--- src/rtl/bam_pkg.sv ---
package bam_pkg;
  typedef enum logic {
    ORD_ILEAVE = 1'b0,
    ORD_LINEAR = 1'b1
  } ord_e;
endpackage

--- src/rtl/bam_capture.sv ---
module bam_capture #(
  parameter int ADDR_W = 20
) (
  input  logic              clk_i,
  input  logic              rst_ni,
  input  logic              load_i,
  input  logic [ADDR_W-1:0] addr_i,
  output logic [ADDR_W-1:0] base_o
);
  always_ff @(posedge clk_i or negedge rst_ni) begin
    if (!rst_ni)     base_o <= '0;
    else if (load_i) base_o <= addr_i;
  end
endmodule

--- src/rtl/bam_beat_ctr.sv ---
module bam_beat_ctr #(
  parameter int BEAT_W = 2
) (
  input  logic              clk_i,
  input  logic              rst_ni,
  input  logic              clear_i,
  input  logic              step_i,
  output logic [BEAT_W-1:0] beat_o
);
  localparam logic [BEAT_W-1:0] ONE = BEAT_W'(1);

  // clear wins over step
  always_ff @(posedge clk_i or negedge rst_ni) begin
    if (!rst_ni)      beat_o <= '0;
    else if (clear_i) beat_o <= '0;
    else if (step_i)  beat_o <= beat_o + ONE;
  end
endmodule

--- src/rtl/bam_order.sv ---
module bam_order
  import bam_pkg::*;
#(
  parameter int BEAT_W = 2
) (
  input  logic [BEAT_W-1:0] start_i,
  input  logic [BEAT_W-1:0] beat_i,
  input  ord_e              ord_i,
  output logic [BEAT_W-1:0] lo_o
);
  logic [BEAT_W-1:0] ilv;
  logic [BEAT_W-1:0] lin;

  for (genvar b = 0; b < BEAT_W; b++) begin : g_ilv
    assign ilv[b] = start_i[b] ^ beat_i[b];
  end

  // modulo 2**BEAT_W by truncation keeps the wrap inside the block
  assign lin  = start_i + beat_i;
  assign lo_o = (ord_i == ORD_LINEAR) ? lin : ilv;
endmodule

--- src/rtl/bam_burst_addr.sv ---
module bam_burst_addr
  import bam_pkg::*;
#(
  parameter int ADDR_W = 20,
  parameter int BEAT_W = 2
) (
  input  logic              clk_i,
  input  logic              rst_ni,
  input  logic [ADDR_W-1:0] addr_i,
  input  logic              strobe_proc_i,
  input  logic              strobe_ctrl_i,
  input  logic              advance_i,
  input  logic              mode_lin_i,
  output logic [ADDR_W-1:0] addr_o
);
  localparam int HI_W = ADDR_W - BEAT_W;

  logic              load;
  logic [ADDR_W-1:0] base;
  logic [BEAT_W-1:0] beat;
  logic [BEAT_W-1:0] lo;
  ord_e              ord;

  assign load = strobe_proc_i | strobe_ctrl_i;
  assign ord  = ord_e'(mode_lin_i);

  bam_capture #(.ADDR_W(ADDR_W)) u_cap (
    .clk_i (clk_i),
    .rst_ni(rst_ni),
    .load_i(load),
    .addr_i(addr_i),
    .base_o(base)
  );

  bam_beat_ctr #(.BEAT_W(BEAT_W)) u_ctr (
    .clk_i  (clk_i),
    .rst_ni (rst_ni),
    .clear_i(load),
    .step_i (advance_i),
    .beat_o (beat)
  );

  bam_order #(.BEAT_W(BEAT_W)) u_ord (
    .start_i(base[BEAT_W-1:0]),
    .beat_i (beat),
    .ord_i  (ord),
    .lo_o   (lo)
  );

  assign addr_o = {base[ADDR_W-1 -: HI_W], lo};
endmodule

--- config.mk ---
export PLATFORM = sky130hd
export DESIGN_NAME = bam_burst_addr
export DESIGN_NICKNAME = d
export VERILOG_FILES = /design/src/rtl/bam_pkg.sv /design/src/rtl/bam_capture.sv /design/src/rtl/bam_beat_ctr.sv /design/src/rtl/bam_order.sv /design/src/rtl/bam_burst_addr.sv
export SDC_FILE = /design/constraint.sdc
export NUM_CORES = 1
export LEC_CHECK = 0
export BUFFER_PORTS_ARGS = -buffer_cell sky130_fd_sc_hd__buf_2
export CAP_MARGIN = 5
export CORE_MARGIN = 1
export CORE_UTILIZATION = 25
export DETAILED_ROUTE_END_ITERATION = 7
export PLACE_DENSITY_LB_ADDON = 0.08
export RECOVER_POWER = 100
export SKIP_CTS_REPAIR_TIMING = 1
export SYNTH_ARGS = -nofsm -noshare
export SYNTH_HDL_FRONTEND = slang
export SYNTH_HIERARCHICAL = 1
export SYNTH_SLANG_ARGS = --single-unit
--- constraint.sdc ---
create_clock -name clk_i -period 0.9 [get_ports clk_i]
set_input_delay 0.18 -clock clk_i [delete_from_list [all_inputs] [get_ports clk_i]]
set_output_delay 0.18 -clock clk_i [all_outputs]
set_load 0.005 [all_outputs]
==> impl_metrics.xml <==
<?xml version="1.0" encoding="UTF-8"?>
<metrics>
  <group name="worst_setup_path">
    <metric name="cp_top_family" unit="">flip-flops</metric>
    <metric name="cpPeakStageDelay" unit="ns">0.42</metric>
    <metric name="setup.worst_path.start_class" unit="">register</metric>
    <metric name="timing.critical_path.cells" unit="">xor2_2, xnor2_1, buf_2</metric>
    <metric name="timing.critical_path.buf_inv" unit="">1</metric>
    <metric name="timing.setup.critical_path_class" unit="">reg -&gt; out</metric>
    <metric name="arrival" unit="ns">1.11</metric>
    <metric name="required" unit="ns">0.72</metric>
    <metric name="critPathMaxFanout" unit="">2</metric>
    <metric name="crit_path_top_delay_cell" unit="">sky130_fd_sc_hd__dfrtp_1</metric>
    <metric name="cp-end-kind" unit="">output port</metric>
  </group>
  <group name="global_routing">
    <metric name="use_met2" unit="%">15.4</metric>
    <metric name="grt_max_degree" unit="">23</metric>
    <metric name="vias_in_the_first_global_route" unit="">643</metric>
    <metric name="initial_antenna_violation_count" unit="">0</metric>
    <metric name="globalRouteMet1Util" unit="%">12.0</metric>
    <metric name="grt_usage" unit="%">9.84</metric>
    <metric name="grt.overflow.total" unit="">0</metric>
    <metric name="grt_first_pass_wirelength" unit="µm">3010</metric>
    <metric name="grt_util_met3" unit="%">4.71</metric>
    <metric name="globalRoute.busiestLayer" unit="">met2</metric>
  </group>
  <group name="timing">
    <metric name="timing_worst_slew_pin_value" unit="ns">0.487</metric>
    <metric name="unrepaired_setup_endpoints_after_global_routing" unit="">true</metric>
    <metric name="layout_setup_ws" unit="ns">-0.392</metric>
    <metric name="timing.fmax" unit="MHz">774</metric>
    <metric name="post-route-min-period" unit="ns">1.29</metric>
    <metric name="hold_viol" unit="">0</metric>
    <metric name="slew_headroom" unit="%">67.5</metric>
    <metric name="maxSlewViolCount" unit="">0</metric>
    <metric name="period_share" unit="%">144</metric>
    <metric name="timing.final.setup_violations" unit="">22</metric>
    <metric name="timing.clock.skew" unit="ns">0.00608</metric>
  </group>
  <group name="power_and_ir_drop">
    <metric name="switching_share" unit="%">20.6</metric>
    <metric name="ir_worst_vdd" unit="µV">1180</metric>
    <metric name="pwr-share-clk" unit="%">37.1</metric>
    <metric name="cellInternalPower" unit="mW">1.95</metric>
    <metric name="p_switching" unit="µW">507</metric>
    <metric name="pwr-share-seq" unit="%">45.0</metric>
    <metric name="power_per_cell_area" unit="nW/µm²">1690</metric>
    <metric name="combinational_power_share" unit="%">17.8</metric>
    <metric name="p_leak" unit="nW">0.773</metric>
  </group>
  <group name="clock_tree">
    <metric name="h_tree_depth" unit="">1</metric>
    <metric name="tritoncts_clock_tree" unit="">done</metric>
    <metric name="clock_latency" unit="ns">0.26</metric>
    <metric name="clk_transition_reported_paths" unit="ns">0.08</metric>
    <metric name="cts_inserted_buffers" unit="">3</metric>
    <metric name="cts-root-to-sink-buffers" unit="">2</metric>
    <metric name="cts_root_buf" unit="">sky130_fd_sc_hd__clkbuf_8</metric>
    <metric name="tritoncts_num_sinks" unit="">22</metric>
  </group>
  <group name="layout">
    <metric name="area_growth_syn_to_layout" unit="%">52.7</metric>
    <metric name="multi_input_combinational_cell_area" unit="µm²">398</metric>
    <metric name="final_layout_size_suffix_gt1_share" unit="%">76.7</metric>
    <metric name="antenna_cells" unit="">0</metric>
    <metric name="finish.net_count" unit="">148</metric>
    <metric name="layout.area.seq" unit="µm²">551</metric>
    <metric name="num-fill-cells" unit="">350</metric>
    <metric name="fin_util" unit="%">39.7</metric>
  </group>
  <group name="logic_synthesis">
    <metric name="synth.net_count" unit="">81</metric>
    <metric name="synth_area" unit="µm²">952</metric>
    <metric name="syn-instance-count" unit="">54</metric>
    <metric name="synth.distinct_cells" unit="">12</metric>
    <metric name="synth-warning-count" unit="">6</metric>
    <metric name="sequential_cell_area_fraction_in_the_yosys_report" unit="%">57.8</metric>
    <metric name="avgSynthCellArea" unit="µm²">17.6</metric>
    <metric name="yosys_reg_bits" unit="">22</metric>
    <metric name="synth.top_cells.by_area" unit="">sky130_fd_sc_hd__dfrtp_1, sky130_fd_sc_hd__mux2_4, sky130_fd_sc_hd__buf_6, sky130_fd_sc_hd__xnor2_1, sky130_fd_sc_hd__ha_1</metric>
    <metric name="synth_top_cell_area_share" unit="%">57.8</metric>
    <metric name="post-synth-top-area-cell" unit="">sky130_fd_sc_hd__dfrtp_1</metric>
  </group>
  <group name="placed_design">
    <metric name="place_ws" unit="ns">-0.264</metric>
    <metric name="port-buffer-count" unit="">45</metric>
    <metric name="globalplace.congestion" unit="">0.580</metric>
  </group>
  <group name="die">
    <metric name="core_region_area" unit="µm²">3660</metric>
    <metric name="die_width" unit="µm">63.7</metric>
    <metric name="floorplan.initialDensity" unit="%">26.0</metric>
    <metric name="std_cell_rows" unit="">22</metric>
    <metric name="die-area" unit="µm²">4060</metric>
    <metric name="top_level_ports" unit="">46</metric>
    <metric name="die_h" unit="µm">63.7</metric>
  </group>
  <group name="detailed_routing">
    <metric name="drt_first_pass_iters" unit="">4</metric>
    <metric name="drt_first_iter_violations" unit="">42</metric>
    <metric name="vias" unit="">653</metric>
    <metric name="drt_wl_total" unit="µm">1860</metric>
    <metric name="final_antenna_violating_net_count" unit="">0</metric>
    <metric name="detail_route.drc_violations" unit="">0</metric>
    <metric name="route.detailed.wl_per_inst" unit="µm">11.0</metric>
    <metric name="vias_per_cell" unit="">3.89</metric>
  </group>
  <group name="run">
    <metric name="max_cap_violations" unit="">0</metric>
  </group>
  <group name="outcome">
    <metric name="violations" unit="">setup timing</metric>
    <metric name="run_status" unit="">finished with violations</metric>
  </group>
  <group name="hold_path">
    <metric name="min-delay-path-class" unit="">in -&gt; reg</metric>
  </group>
</metrics>
[cell usage after synthesis]
cell / instances
sky130_fd_sc_hd__nand2_1: 1
sky130_fd_sc_hd__xor2_1: 1
sky130_fd_sc_hd__a21bo_1: 1
sky130_fd_sc_hd__nor2_1: 1
sky130_fd_sc_hd__nand3b_1: 1
sky130_fd_sc_hd__a21oi_2: 1
sky130_fd_sc_hd__buf_6: 2
sky130_fd_sc_hd__or2_1: 1
sky130_fd_sc_hd__ha_1: 1
sky130_fd_sc_hd__dfrtp_1: 22
sky130_fd_sc_hd__mux2_4: 20
sky130_fd_sc_hd__xnor2_1: 2
[routing by layer]
metal / routed length [µm] / part of all wire (%)
met1: 885 / 48
met2: 795 / 43
met3: 160 / 8.6
met4: 13 / 0.70
met5: 0 / 0
[worst register-to-register path, delay by kind of cell, from the launching register on]
family          cells  cell delay (ns)
flops               1             0.42
buf+inv             2             0.25
compound gates      2             0.22
[cell usage in the layout (no fill, tap or decap)]
cell type	n
sky130_fd_sc_hd__a21bo_1	1
sky130_fd_sc_hd__a21oi_2	1
sky130_fd_sc_hd__buf_2	45
sky130_fd_sc_hd__buf_4	13
sky130_fd_sc_hd__buf_6	1
sky130_fd_sc_hd__bufinv_16	1
sky130_fd_sc_hd__clkbuf_4	4
sky130_fd_sc_hd__clkbuf_8	3
sky130_fd_sc_hd__dfrtp_1	22
sky130_fd_sc_hd__dlygate4sd3_1	1
sky130_fd_sc_hd__ha_2	1
sky130_fd_sc_hd__mux2_1	1
sky130_fd_sc_hd__mux2_4	19
sky130_fd_sc_hd__nand2_2	1
sky130_fd_sc_hd__nand3b_1	1
sky130_fd_sc_hd__nor2_1	1
sky130_fd_sc_hd__or2_4	1
sky130_fd_sc_hd__xnor2_1	1
sky130_fd_sc_hd__xnor2_2	1
sky130_fd_sc_hd__xor2_2	1
[flip-flops by register name, indices dropped and copies added (netlist names)]
register / count
u_cap/base_o: 20
u_ctr/beat_o: 2
[layout make-up]
class | count | area share (%)
well taps | 48 | 4.13
flip-flops and latches | 22 | 37.9
repair buffers | 64 | 25.7
multi-input cells | 30 | 27.4
clock inverters | 1 | 2.07
clock buffers | 3 | 2.84
[worst paths after layout]
path	from	to	slack (ns)	depth (start not counted)
max	u_cap/base_o[1]	addr_o[1]	-0.39	3
min reg2reg	u_cap/base_o[18]	u_cap/base_o[18]	0.52	1
min	addr_i[18]	u_cap/base_o[18]	0.14	2
max in group asynchronous	rst_ni	u_cap/base_o[1]	0.15	2
min in group asynchronous	rst_ni	u_cap/base_o[8]	0.41	2
max reg2reg	u_ctr/beat_o[1]	u_ctr/beat_o[1]	-0.11	4
[through the flow]
stage | total power [mW] | hold WS [ns] | std cells | area [µm²] | setup TNS, ns
floorplan | 1.32 | -0.116 | 54 | 955 | -2.06
global placement | 1.48 | 0.186 | 147 | 1230 | -5.31
detailed placement | 1.48 | 0.184 | 147 | 1230 | -5.42
CTS | 2.42 | -0.111 | 151 | 1300 | -1.94
global route | 2.61 | 0.122 | 168 | 1450 | -2.71
finish | 2.46 | 0.141 | 168 | 1450 | -1.71
[power by group through the flow]
stage          clock network (mW)  logic [mW]  registers [mW]
5_1_grt                      1.01       0.481            1.12
4_1_cts                     0.948       0.357            1.11
3_5_place_dp                    0       0.355            1.13
6_report                    0.914       0.438            1.11
3_3_place_gp                    0       0.355            1.13
2_1_floorplan                   0       0.183            1.13
[cells by family (layout without fill, tap and decap cells)]
group	Yosys count	count (layout)	share of synthesized area, %
DFF	22	22	57.8
muxes	20	20	31.5
and+or+nand+nor	4	4	2.23
xor gates and xnor gates	3	3	2.76
AOI/OAI and AO/OA	2	2	1.97
buffers and inverters	2	68	2.37
adders and majority gates	1	1	1.31
No activity file was read; power rests on OpenSTA's default activity.
